==> src/rtl/pll_mode_pkg.sv <==
package pll_mode_pkg;
  typedef enum logic [2:0] {
    M_INIT = 3'd0,
    M_FREE = 3'd1,
    M_ACQ  = 3'd2,
    M_LOCK = 3'd3,
    M_HOLD = 3'd4
  } mode_e;
endpackage

==> src/rtl/pll_input_eval.sv <==
module pll_input_eval #(
  parameter int NUM_IN = 4,
  parameter int SEL_W  = 2
) (
  input  logic [NUM_IN-1:0] in_valid,
  input  logic [SEL_W-1:0]  sel_idx,
  output logic              sel_ok,
  output logic              other_ok
);
  logic [NUM_IN-1:0] hit;
  logic [NUM_IN-1:0] spare;

  for (genvar i = 0; i < NUM_IN; i++) begin : g_in
    assign hit[i]   = in_valid[i] && (sel_idx == SEL_W'(i));
    assign spare[i] = in_valid[i] && (sel_idx != SEL_W'(i));
  end

  assign sel_ok   = |hit;
  assign other_ok = |spare;
endmodule

==> src/rtl/pll_mode_fsm.sv <==
module pll_mode_fsm
  import pll_mode_pkg::*;
(
  input  logic  clk,
  input  logic  rst_n,
  input  logic  init_done,
  input  logic  sel_ok,
  input  logic  other_ok,
  input  logic  phase_locked,
  input  logic  hist_valid,
  input  logic  force_hold,
  output mode_e state,
  output logic  hold_entry,
  output logic  switch_req
);
  mode_e nxt;
  logic  fault;
  logic  fail_over;

  assign fault     = !force_hold && !sel_ok;
  assign fail_over = fault && other_ok;

  always_comb begin
    nxt = state;
    unique case (state)
      M_INIT: if (init_done) nxt = M_FREE;
      M_FREE: if (!force_hold && sel_ok) nxt = M_ACQ;
      M_ACQ, M_LOCK: begin
        if (force_hold)      nxt = M_HOLD;
        else if (fail_over)  nxt = M_ACQ;
        else if (fault)      nxt = hist_valid ? M_HOLD : M_FREE;
        else if (state == M_ACQ && phase_locked) nxt = M_LOCK;
      end
      M_HOLD: if (!force_hold && sel_ok) nxt = M_ACQ;
      default: nxt = M_INIT;
    endcase
  end

  assign hold_entry = (nxt == M_HOLD) && (state != M_HOLD);

  always_ff @(posedge clk or negedge rst_n) begin
    if (!rst_n) begin
      state      <= M_INIT;
      switch_req <= 1'b0;
    end else begin
      state      <= nxt;
      switch_req <= (state != M_INIT) && fail_over;
    end
  end


  init_wait_chk: assert property (@(posedge clk) disable iff (!rst_n)
    (state == M_INIT && !init_done) |=> state == M_INIT);

  force_hold_chk: assert property (@(posedge clk) disable iff (!rst_n)
    ((state == M_ACQ || state == M_LOCK) && force_hold) |=> state == M_HOLD);

  hist_pick_chk: assert property (@(posedge clk) disable iff (!rst_n)
    (state == M_LOCK && !force_hold && !sel_ok && !other_ok && hist_valid)
      |=> state == M_HOLD);

  failover_chk: assert property (@(posedge clk) disable iff (!rst_n)
    (state == M_LOCK && !force_hold && !sel_ok && other_ok)
      |=> (switch_req && state == M_ACQ));
endmodule

==> src/rtl/pll_hold_flag.sv <==
module pll_hold_flag (
  input  logic clk,
  input  logic rst_n,
  input  logic hold_entry,
  input  logic sticky_wr,
  input  logic sticky_wdata,
  input  logic irq_mask,
  output logic hold_sticky,
  output logic irq_n
);
  logic clr;
  assign clr = sticky_wr && !sticky_wdata;

  always_ff @(posedge clk or negedge rst_n) begin
    if (!rst_n) hold_sticky <= 1'b0;
    else        hold_sticky <= (hold_sticky && !clr) || hold_entry;
  end

  assign irq_n = !(hold_sticky && !irq_mask);


  clr_race_chk: assert property (@(posedge clk) disable iff (!rst_n)
    (hold_entry && clr) |=> hold_sticky);

  sticky_keep_chk: assert property (@(posedge clk) disable iff (!rst_n)
    (hold_sticky && !clr) |=> hold_sticky);

  sticky_clr_chk: assert property (@(posedge clk) disable iff (!rst_n)
    (clr && !hold_entry) |=> !hold_sticky);
endmodule

==> src/rtl/pll_mode_seq.sv <==
module pll_mode_seq
  import pll_mode_pkg::*;
#(
  parameter int NUM_IN = 4,
  parameter int SEL_W  = (NUM_IN > 1) ? $clog2(NUM_IN) : 1
) (
  input  logic              clk,
  input  logic              rst_n,
  input  logic              init_done,
  input  logic [NUM_IN-1:0] in_valid,
  input  logic [SEL_W-1:0]  sel_idx,
  input  logic              phase_locked,
  input  logic              hist_valid,
  input  logic              force_hold,
  input  logic              sticky_wr,
  input  logic              sticky_wdata,
  input  logic              irq_mask,
  output logic [2:0]        mode,
  output logic              hold_stat,
  output logic              hold_sticky,
  output logic              irq_n,
  output logic              switch_req
);
  logic  sel_ok, other_ok, hold_entry;
  mode_e state;

  pll_input_eval #(.NUM_IN(NUM_IN), .SEL_W(SEL_W)) u_eval (
    .in_valid(in_valid), .sel_idx(sel_idx),
    .sel_ok(sel_ok), .other_ok(other_ok)
  );

  pll_mode_fsm u_fsm (
    .clk(clk), .rst_n(rst_n), .init_done(init_done),
    .sel_ok(sel_ok), .other_ok(other_ok), .phase_locked(phase_locked),
    .hist_valid(hist_valid), .force_hold(force_hold),
    .state(state), .hold_entry(hold_entry), .switch_req(switch_req)
  );

  pll_hold_flag u_flag (
    .clk(clk), .rst_n(rst_n), .hold_entry(hold_entry),
    .sticky_wr(sticky_wr), .sticky_wdata(sticky_wdata),
    .irq_mask(irq_mask), .hold_sticky(hold_sticky), .irq_n(irq_n)
  );

  assign mode      = state;
  assign hold_stat = (state == M_FREE) || (state == M_HOLD);


  stat_sync_chk: assert property (@(posedge clk) disable iff (!rst_n)
    $rose(hold_sticky) |-> (hold_stat && mode == 3'd4));
endmodule

==> config.mk <==
export PLATFORM = sky130hd
export DESIGN_NAME = pll_mode_seq
export DESIGN_NICKNAME = d
export VERILOG_FILES = /design/src/rtl/pll_mode_pkg.sv /design/src/rtl/pll_input_eval.sv /design/src/rtl/pll_mode_fsm.sv /design/src/rtl/pll_hold_flag.sv /design/src/rtl/pll_mode_seq.sv
export SDC_FILE = /design/constraint.sdc
export NUM_CORES = 1
export LEC_CHECK = 0
export CAP_MARGIN = 20
export CORE_AREA = 2 2 39 41
export DETAILED_ROUTE_END_ITERATION = 10
export DIE_AREA = 0 0 41 43
export PLACE_DENSITY = 0.59
export SLEW_MARGIN = 10
export SYNTH_ARGS = -nofsm -noshare
export SYNTH_HDL_FRONTEND = slang
export SYNTH_SLANG_ARGS = --single-unit
==> constraint.sdc <==
create_clock -name clk -period 1.27 [get_ports clk]
set_input_delay 0.1905 -clock clk [delete_from_list [all_inputs] [get_ports clk]]
set_output_delay 0.1905 -clock clk [all_outputs]
set_load 0.01 [all_outputs]
Yosys cells after proc, flatten, opt, wreduce, memory -nomap -nowiden --
Index checks and enable logic that the tools add are counted.
Word-level totals: flip-flop bits (word level) 5, bits in latches 0, bits in writable memories 0, bits in read-only memories 0, input bits 15, output and inout port bits 7, word-level logic and storage cells 56, memories kept 0
Operators by class: add/sub/neg operators 0, multiply operators 0, divide/modulo/power cells 0, order comparisons 0, equal/unequal tests 12, shift-type cells 0, mux-type cells 8, bitwise logic cells 0, reduce and logical (&&, ||, !) cells 33
Operator list (count):
- $mux 3 | 7
- $logic_and 1x1->1 | 17
- $pmux 3 s3 | 1
- $reduce_or 4->1 | 2
- $eq 3x2->1 const B | 2
- $eq 3x3->1 const B | 2
- $logic_not 1->1 | 6
- $eq 2x2->1 const B | 2
- $ne 2x2->1 const B | 2
- $reduce_or 2->1 | 2
- $eq 3x1->1 const B | 1
- $logic_not 3->1 | 1
- $ne 3x3->1 const B | 1
- $reduce_bool 3->1 | 1
- $eq 2x1->1 const B | 1
- $logic_not 2->1 | 1
- $logic_or 1x1->1 | 2
- $ne 2x1->1 const B | 1
- $reduce_bool 2->1 | 1

Depth between registers and ports, before layout --
Gate-level depths: netlist of run 1.
depth in word-level cells 12, mapped depth 5, gate-level depth less buffers 4

Modules after synthesis --
A second synthesis of run 1 with hierarchy kept.
Second synthesis, totals: cell total of the unflattened synthesis 37, area, all modules 354.1 sq um
By module, submodules not included:
- pll_mode_fsm | instances 1, cells an instance 24, area each 221.5 sq um, seq. area each 100.1 sq um
- pll_input_eval | instances 1, cells an instance 7, area each 75.1 sq um, seq. area each 0.0 sq um
- pll_hold_flag | instances 1, cells an instance 4, area each 45.0 sq um, seq. area each 25.0 sq um
- pll_mode_seq | instances 1, cells an instance 2, area each 12.5 sq um, seq. area each 0.0 sq um

Worst setup path before layout of run 1 --
No wires, ideal clock.
kind input to register, start point input sel_idx[0], end point register u_fsm.state[0], setup time 0.076 ns, arrival time 1.304 ns, data required time 1.194 ns, path slack -0.111 ns, stages 3, buffers on the path 0, cells stage by stage mux4_2 -> or4_1 -> o21ai_1
Between the ends: longest elaborated chain between the ends 9, elaborated cells between the ends (all ways) 27, those cells by class eq/ne: 6; mux: 5; reduce/logical: 16
RTL lines:
- start: declaration | line pll_mode_seq.sv:11 | input logic [SEL_W-1:0] sel_idx,
- $eq 2x1->1 (tied with other cells) | line pll_input_eval.sv:14 | assign hit[i] = in_valid[i] && (sel_idx == SEL_W'(i));
- $logic_and 1x1->1 | line pll_input_eval.sv:14
- $reduce_or 4->1 | line pll_input_eval.sv:18 | assign sel_ok = |hit;
- $logic_not 1->1 | line pll_mode_fsm.sv:20 | assign fault = !force_hold && !sel_ok;
- $logic_and 1x1->1 | line pll_mode_fsm.sv:20
- $mux 3 / $logic_and 1x1->1 (equally long branches) | line pll_mode_fsm.sv:31, pll_mode_fsm.sv:21
- $mux 3 | line pll_mode_fsm.sv:30 | else if (fail_over) nxt = M_ACQ;
- $mux 3 | line pll_mode_fsm.sv:29 | if (force_hold) nxt = M_HOLD;
- $pmux 3 s3 (*) | line pll_mode_fsm.sv:25 | unique case (state)
- via u_fsm.nxt[0] | line pll_mode_fsm.sv:16 | mode_e nxt;
- end signal: assignment | line pll_mode_fsm.sv:46 | state <= nxt;
- end: declaration | line pll_mode_fsm.sv:12 | output mode_e state,
The timed path passes the listed nets; every way through them passes the cells marked *.

Worst setup path in the final report of run 1 --
start point register u_fsm.state[2], end point register u_fsm.state[0]
Between the ends: longest elaborated chain between the ends 7, elaborated cells between the ends (all ways) 13, those cells by class eq/ne: 4; mux: 5; reduce/logical: 4
RTL lines:
- $eq 3x2->1 | line pll_mode_fsm.sv:25, pll_mode_fsm.sv:32
- $logic_and 1x1->1 | line pll_mode_fsm.sv:32 | else if (state == M_ACQ && phase_locked) nxt = M_LOCK;
- $mux 3 | line pll_mode_fsm.sv:32
- $mux 3 | line pll_mode_fsm.sv:31 | else if (fault) nxt = hist_valid ? M_HOLD : M_FREE;
- $mux 3 | line pll_mode_fsm.sv:30
- $mux 3 | line pll_mode_fsm.sv:29
- $pmux 3 s3 (*) | line pll_mode_fsm.sv:25
- via u_fsm.nxt[0] | line pll_mode_fsm.sv:16
Marked as above.

==> out/results.txt, run 1 <==
For this run, the detailed router's first-pass iteration total came to 4. The logs give 0 for the total of endpoints with negative setup slack in the final report and 142 for the fill cell instance count of the final layout. The post-synthesis share of cell area spent on xor and xnor gates is 0.0241, and the final cell utilization of the core is 0.555. Critical path endpoint: u_fsm.state[0]$_DFF_PN0_. The critical path required time is 1440 ps. The root buffer cell chosen for the clock tree is sky130_fd_sc_hd__clkbuf_4.

The leakage power came out at 0.355 nW. The critical path goes through buf_6 -> nand2b_4 -> or4_1 -> o21ai_1. The run gives 99 as the number of nets in the layout. Average cell area after synthesis: 8.44 um2. The area fraction of the dominant cell type after synthesis was 0.345; the register bit count reported by yosys was 5. The logs give 702 uV for the maximum resistive drop on vdd and 807 MHz for the highest attainable clock frequency.

The total area inside the core boundary comes to 1380 um2. The cell count after synthesis came out at 43. The final worst hold slack was 172 ps; the total length of routed wires was 1.15 mm. Combinational family with the most area after synthesis: simple AND/OR/NAND/NOR gates. Subtracting the final worst setup slack from the clock period gives 1240 ps.

Compared with the post-synthesis result, the final layout area differs by 112%. Routability-driven placement finished with a final weighted congestion of 0.806. For the worst-skew pair, the clock arrives at the later sink with an insertion delay of 240 ps. The cell taking the most area after synthesis is sky130_fd_sc_hd__dfrtp_1. Max-cap violations in this run came to 0.

The worst hold-check path type is in2async. The compound-cell area share of the yosys netlist is 0.172, and the power density over the cells is 1570 nW/um2. The via count of the first global-routing pass was 479. The run gives 22 as the number of library cell types mapped by synthesis.

CTS saw 5 sinks. The H-tree level count was 1. Proportion of synthesized chip area in sequential cells: 0.345. The final clock skew came out at 5.70 ps. The floorplan step set the die height to 43 um.

The tools report the flop-to-flop setup slack as 30 ps. The count of nets left with antenna violations once routing finished came out at 0. The fraction of the mapped netlist area in simple logic gates is 0.338. In the post-synthesis netlist, the biggest area contributors are sky130_fd_sc_hd__dfrtp_1 34%, sky130_fd_sc_hd__mux4_2 6.2%, sky130_fd_sc_hd__nor2_1 6.2%. The max-slew violation total from the final report was 0. The Yosys step of the flow raised 0 warnings. For this block, the initial DRC count from the detailed router was 12. The tools report the type of origin of the critical path as a flip-flop.

The logs give 58 for the net count after synthesis and 0 for the count of unresolved DRC violations after routing. The run gives 0.808 as the relative slew slack. The maximum net fanout on the critical path is 7, and the width of the die is 41 um. For the combined area of all synthesized cells, the log shows 363 um2. Dividing the detail-routed wire length by the instance count gives 11.6 um. The run gives 0 as the initial antenna violation count. The final period utilization is 0.976.

The run gives 873 um as the final HPWL from detailed placement. The arrival time at the worst endpoint was 1410 ps. The startpoint identified for the worst register-to-register timing path is u_fsm.state[2]$_DFF_PN0_.

Worst flop-to-flop path endpoint: u_fsm.state[0]$_DFF_PN0_. The flow ran to the end, and the final reports show no timing, DRC or antenna violations. The number of vias per cell after detailed routing was 4.95. The critical path capture point type is a flip-flop. In this run the post-CTS setup repair buffer count came out at 0. The number of diodes came out at 0.

The die covers 1760 um2. The tools report the worst setup path startpoint as u_fsm.state[2]$_DFF_PN0_. Type of the setup path with the least slack: reg2reg.

TritonCTS built the clock tree. Entering global routing, the biggest net connects 8 pins. Effective utilization at floorplan: 0.262. Port buffering added 21 buffers. The first-pass GRT wire length was 1.81 mm; the overall routing resource usage was 0.151. For the top-level port count, the log shows 22.

Setup repair after global routing could not meet its margin everywhere. The number of buffers on the longest clock path was 2. The fraction of final layout cells sized beyond drive strength 1 is 0.386, and the total congestion overflow after global routing is 0. For this design, the slowest cell found on the critical path is sky130_fd_sc_hd__dfrtp_1. For this design, the CTS-stage hold fixing added 0 buffers.

The multiplexer share of the synthesized area works out to 0.0897. The largest single stage delay on the critical path is 390 ps. The clock slew seen by the registers of the worst setup and hold paths works out to 50 ps. The number of hold violations in the final report is 0, and the detailed-route via count is 490. For the pin with the worst max-slew slack, the measured transition is 284 ps. For the total CTS buffers, the log shows 3. Counting cells, the worst reg-to-reg path comes to 4.

The share of synthesized cell area in full adder, half adder and majority cells is 0, and the row count is 14.
sequential cells by signal, indices dropped and copies added, names as in the netlist:
signal              count
u_flag.hold_sticky      1
u_fsm.state             3
u_fsm.switch_req        1
cell type report:
type	count	area [um2]	share of cell area
clock buffers	4	26.3	0.0342
multi-input cells	35	274	0.357
inverters	2	7.51	0.00977
repair buffers	37	315	0.410
well taps	16	20.0	0.0261
flip-flops and latches	5	125	0.163
cell usage in the layout, fill, tap and decap left out, drive strengths merged:
master	count
dlymetal6s2s	1
or4	1
dlygate4sd2	4
clkdlybuf4s15	2
nor4	1
nor2b	1
o21ai	5
clkdlybuf4s50	8
nand2b	3
clkbuf	8
a21oi	1
dfrtp	5
mux2i	1
a22oi	1
nand3	2
inv	2
nor3b	1
o21a	1
nor2	6
nor4b	1
a2bb2oi	2
nor3	4
nand3b	2
xnor2	1
buf	18
mux4	1
layer usage:
metal  vias up  GRT usage  share of wire
li1        241          -              -
met1       225      0.156           0.37
met2        24      0.266           0.54
met3         0     0.0157          0.094
met4         0     0.0933              0
met5         -          0              0
power by group:
group	switching, mW	internal (mW)	total (mW)
Sequential	0.0443	0.222	0.266
Combinational	0.339	0.424	0.763
Clock	0.0619	0.119	0.180
cells in the mapped netlist:
master / n
sky130_fd_sc_hd__a2bb2oi_1: 2
sky130_fd_sc_hd__o21ai_1: 1
sky130_fd_sc_hd__nor2_1: 6
sky130_fd_sc_hd__xnor2_1: 1
sky130_fd_sc_hd__nand3b_1: 2
sky130_fd_sc_hd__o21ai_0: 4
sky130_fd_sc_hd__a21oi_1: 1
sky130_fd_sc_hd__nand2b_1: 3
sky130_fd_sc_hd__dfrtp_1: 5
sky130_fd_sc_hd__inv_1: 2
sky130_fd_sc_hd__or4_1: 1
sky130_fd_sc_hd__clkbuf_1: 1
sky130_fd_sc_hd__mux4_2: 1
sky130_fd_sc_hd__nor2b_1: 1
sky130_fd_sc_hd__nor4_1: 1
sky130_fd_sc_hd__nor3_1: 4
sky130_fd_sc_hd__a22oi_1: 1
sky130_fd_sc_hd__nor3b_1: 1
sky130_fd_sc_hd__nor4b_1: 1
sky130_fd_sc_hd__nand3_1: 2
sky130_fd_sc_hd__o21a_1: 1
sky130_fd_sc_hd__mux2i_1: 1
repair_timing:
| item | 4_1_cts | 5_1_grt |
|---|---|---|
| resized for setup | 20 | 20 |
| pin swaps | 2 | 2 |
| cloned | 0 | 0 |
| setup endpoints to repair | 11 | 6 |
stage by stage:
stage	area [um2]	setup WS, ps	std cells	total power, mW	TNS, ps
final	768	31.0	99	1.21	0
after global routing	768	-1.29	99	1.31	-1.29
after floorplan	363	-111	43	0.580	-111
after CTS	731	-76.1	99	1.11	-76.1
after detailed placement	709	-609	95	0.985	-2650
after global placement	709	-593	95	0.978	-2550
cell families after synthesis:
group           after synthesis
compound gates               10
xor+xnor                      1
buf+inv                       3
flops                         5
mux                           2
simple gates                 22
critical path: cells and delay by family (launching register included):
family          cells  cell delay (ps)
compound gates      1              120
simple gates        2              520
flops               1              390
buf+inv             1              140
how the worst min path moves through the flow:
stage | startpoint | to | slack, ps | cells past startpoint
floorplan | rst_n | u_flag.hold_sticky$_DFF_PN0_ | -110 | 0
detailed placement | rst_n | u_fsm.switch_req$_DFF_PN0_ | 430 | 1
finish | rst_n | u_fsm.state[0]$_DFF_PN0_ | 170 | 1
CTS | rst_n | u_fsm.state[0]$_DFF_PN0_ | 170 | 1
global placement | rst_n | u_fsm.state[2]$_DFF_PN0_ | 430 | 1
global route | rst_n | u_fsm.state[0]$_DFF_PN0_ | 190 | 1
Power figures use the tool's default switching activity.
==> run 2, diff against run 1 <==
- CTS_CLUSTER_DIAMETER: default -> 150
- PLACE_DENSITY: 0.59 -> 0.58
- SYNTH_HIERARCHICAL: default -> 1
- TNS_END_PERCENT: default -> 50
==> run 2 against run 1 <==
The flow now finishes with violations (setup timing). Highest routed layer is now met4. Die area stayed put. Largest power group unchanged. Wire length is 2.4% lower. Sequential share of layout area is 0.87 points higher.
==> out/results.txt, run 2 <==
The final reports fail on setup timing. The signal on the critical path passes through buf_8 -> or2_4 -> a2111oi_4 -> a31oi_4 -> o21ai_2 -> a211oi_2 -> a31o_2. Among all stages on the critical path, the largest delay is contributed by sky130_fd_sc_hd__a2111oi_4.

The sequential cell fraction of total power was 0.242; the final HPWL from detailed placement was 852 um. When the netlist entered floorplanning its net count stood at 52. The proportion of synthesized flip-flops having asynchronous set or reset was 1.00; the aggregate negative setup slack was -123 ps. The routed design has 1.12 mm of wire.

The net switching share of the total power is 0.366, and the flip-flop count of the largest register, all copies and words added is 3. 22 I/O pins were placed. Yosys instantiated no cell more often than sky130_fd_sc_hd__nor2_1. For the final cell utilization of the core, the log shows 0.527.

In this run the remaining antenna-violating nets after routing total 0. The maximum resistive drop on vdd was 445 uV. Clock tree synthesis inserted a total of 3 buffers.

The average instance in the mapped netlist occupies 9.57 um2. After clock tree synthesis, the clock-pin slew on the worst setup and hold paths is 40 ps. Across all register-to-register paths, the minimum setup slack is 60 ps. Summing every instance area after synthesis gives 354 um2. The core region is 1380 um2. Summed over all nets, the switching power comes to 404 uW. The area fraction of the dominant cell type after synthesis came out at 0.353.

The first routing iteration left 6 violations. STA puts the critical path data required time at 1400 ps. The first global-routing pass estimated 1.74 mm of wire. At the pin with the least slew margin, the transition time is 346 ps. Proportion of synthesized chip area in sequential cells: 0.353. The routed wire length per instance came out at 12.6 um. 0 antenna diodes ended up in the layout. The Yosys step of the flow raised 6 warnings. The max-slew violation total from the final report was 0. The type of origin of the critical path is an input pin.

After detailed routing, the number of remaining DRC violations is 0. The worst hold-check path type is in2async. The final period utilization works out to 1.06. The total congestion overflow after global routing is 0. The share of total power in the clock network is 0.166, and the number of instances in the synthesized netlist is 37.

The logs give 3 for the total of endpoints with negative setup slack in the final report and 1760 um2 for the total die area. The number of enable-type register cells in the synthesized netlist came out at 0. The tools report the count of placed standard cells including taps as 83. The count of buffers added on input and output ports is 21. The cell-internal power is 700 uW. In the final layout, the registers with the most flip-flops are u_fsm/state: 3 flops, u_flag/hold_sticky: 1 flops, u_fsm/switch_req: 1 flops.

Sorting the synthesized cells by area gives the leading types as sky130_fd_sc_hd__dfrtp_1 35%, sky130_fd_sc_hd__nor2_1 8.5%, sky130_fd_sc_hd__mux4_1 7.4%. The routability congestion estimate was 0.780; the leakage power was 0.325 nW. In this run the core area contains 14 standard-cell rows.

The logs give 240 ps for the clock network latency to the later pin of the worst-skew pair and 0 for the count of maximum capacitance violations. Number of library cell types mapped by synthesis: 23. Dividing total power by cell area gives a power density of 1510 nW/um2. Pin count of the biggest net entering global routing: 8. The clock root buffer is sky130_fd_sc_hd__clkbuf_4. The overall routing resource usage was 0.149; the total buffers and inverters traversed by the critical path was 1.

The clock passes through at most 2 buffers. The critical path capture point type is a flip-flop. The H-tree level count was 1. Fraction of final layout cells sized beyond drive strength 1: 0.411.

Before CTS, the worst setup slack after placement is -781 ps. In the layout the commonest cells are 8 x sky130_fd_sc_hd__nor2_1, 8 x sky130_fd_sc_hd__clkdlybuf4s50_1, 8 x sky130_fd_sc_hd__buf_4. Setup repair after global routing could not meet its margin everywhere. For the final database, setup skew stands at 6.25 ps. The worst setup path is of the in2reg kind. Number of vias per cell after detailed routing: 4.88. The first-pass detailed-route iteration total was 3. The run gives 454 as the via count of the first global-routing pass. The power share of the combinational group is 0.593.

For the detailed-route via count, the log shows 434. For the finished layout, the period the worst path requires is 1350 ps. The maximum net fanout on the critical path is 4, and the width of the die is 41 um. The synthesized design spends more area on one cell type than any other, namely sky130_fd_sc_hd__dfrtp_1. On the worst path, the slowest cell contributes a delay of 420 ps. In the synthesized netlist the dominant register cell turns out to be sky130_fd_sc_hd__dfrtp_1. The design draws 1.10 mW.

The number of hold violations in the final report came out at 0. TritonCTS built the clock tree. More flip-flops sit in one register than any other, and that register is u_fsm/state. For this run, the post-layout net count is 89.

STA puts the critical path data arrival time at 1490 ps. The relative slew slack is 0.766, and the initial antenna violation count is 0. The tools report the worst setup slack after layout as -82.4 ps.

Among cell families on the critical path, the largest total delay comes from compound AO/OA/AOI/OAI gates. The clock drives 5 sinks. The flow ran to the end, but the final reports show violations.

The die extent in y is 43 um, and the count of hold-fix buffers inserted at cts is 0. The synthesized design contains 5 register bits. The effective utilization at floorplan was 0.256. The synthesis-to-layout area growth works out to 106%.

The count of placed standard cells in the final layout, fillers left out was 89; the highest attainable clock frequency was 739 MHz. In the synthesized netlist, the cells that appear most often are 8 x sky130_fd_sc_hd__nor2_1, 5 x sky130_fd_sc_hd__dfrtp_1, 2 x sky130_fd_sc_hd__nand2_1, 2 x sky130_fd_sc_hd__nand2b_1, 2 x sky130_fd_sc_hd__or2b_1.
run 2: kinds of logic (layout without fill, tap and decap cells):
logic type / after synthesis / count (layout) / synth area share
and+or+nand+nor: 19 / 19 / 0.290
AOI/OAI and AO/OA: 10 / 10 / 0.230
DFF: 5 / 5 / 0.353
muxes: 2 / 2 / 0.102
xor gates and xnor gates: 1 / 1 / 0.0247
buffers and inverters: 0 / 36 / 0
run 2: area by class of cell:
type / instances / area (um2)
fillers: 145 / 654
repair buffers: 32 / 287
clock buffers: 4 / 26.3
well taps: 16 / 20.0
multi-input cells: 32 / 272
flip-flops and latches: 5 / 125
run 2: worst paths after layout:
path	endpoint	startpoint	depth (start not counted)
min in group clk	u_fsm/switch_req$_DFF_PN0_	sel_idx[0]	3
min	u_fsm/state[1]$_DFF_PN0_	rst_n	1
max in group asynchronous	u_flag/hold_sticky$_DFF_PN0_	rst_n	1
max reg2reg	u_flag/hold_sticky$_DFF_PN0_	u_fsm/state[2]$_DFF_PN0_	5
max	u_fsm/state[1]$_DFF_PN0_	sel_idx[1]	7
min reg2reg	u_flag/hold_sticky$_DFF_PN0_	u_flag/hold_sticky$_DFF_PN0_	1
run 2: power by group through the flow:
| stage | Sequential [mW] | Clock [mW] | Combinational [mW] |
|---|---|---|---|
| 2_1_floorplan | 0.326 | 0 | 0.210 |
| 3_3_place_gp | 0.268 | 0 | 0.653 |
| 3_5_place_dp | 0.270 | 0 | 0.654 |
| 4_1_cts | 0.269 | 0.188 | 0.656 |
| 5_1_grt | 0.277 | 0.195 | 0.711 |
| 6_report | 0.267 | 0.183 | 0.654 |
run 2: what timing repair did:
action                     in CTS  in global routing
setup endpoints to repair      12                  3
pin swaps                       6                  5
hold endpoints to repair        0                  0
buffers inserted                2                  0
gates resized for setup        49                  3
run 2: metrics by stage:
| step | area [um2] | hold slack (ps) |
|---|---|---|
| 2_1_floorplan | 350 | -105 |
| 3_3_place_gp | 648 | 430 |
| 3_5_place_dp | 648 | 430 |
| 4_1_cts | 724 | 169 |
| 5_1_grt | 729 | 179 |
| 6_report | 729 | 163 |
run 2: worst register-to-register path, stage by stage (launching register included):
cell and delay [ps]:
sky130_fd_sc_hd__dfrtp_1 380, sky130_fd_sc_hd__buf_4 160, sky130_fd_sc_hd__or2b_1 250, sky130_fd_sc_hd__buf_4 150, sky130_fd_sc_hd__nor2_1 110, sky130_fd_sc_hd__a21o_1 100
run 2: metal layers:
metal / share of wire / GRT usage / vias up
met5: 0 / 0 / -
met4: 0.025 / 0.100 / 0
met3: 0.097 / 0.0209 / 4
met2: 0.55 / 0.272 / 22
met1: 0.33 / 0.136 / 196
li1: - / - / 212
==> run 3, diff against run 2 <==
- CTS_CLUSTER_DIAMETER: 150 -> default
==> results of run 3 <==
No change in the layout: final DEF, timing and power equal those of run 2.
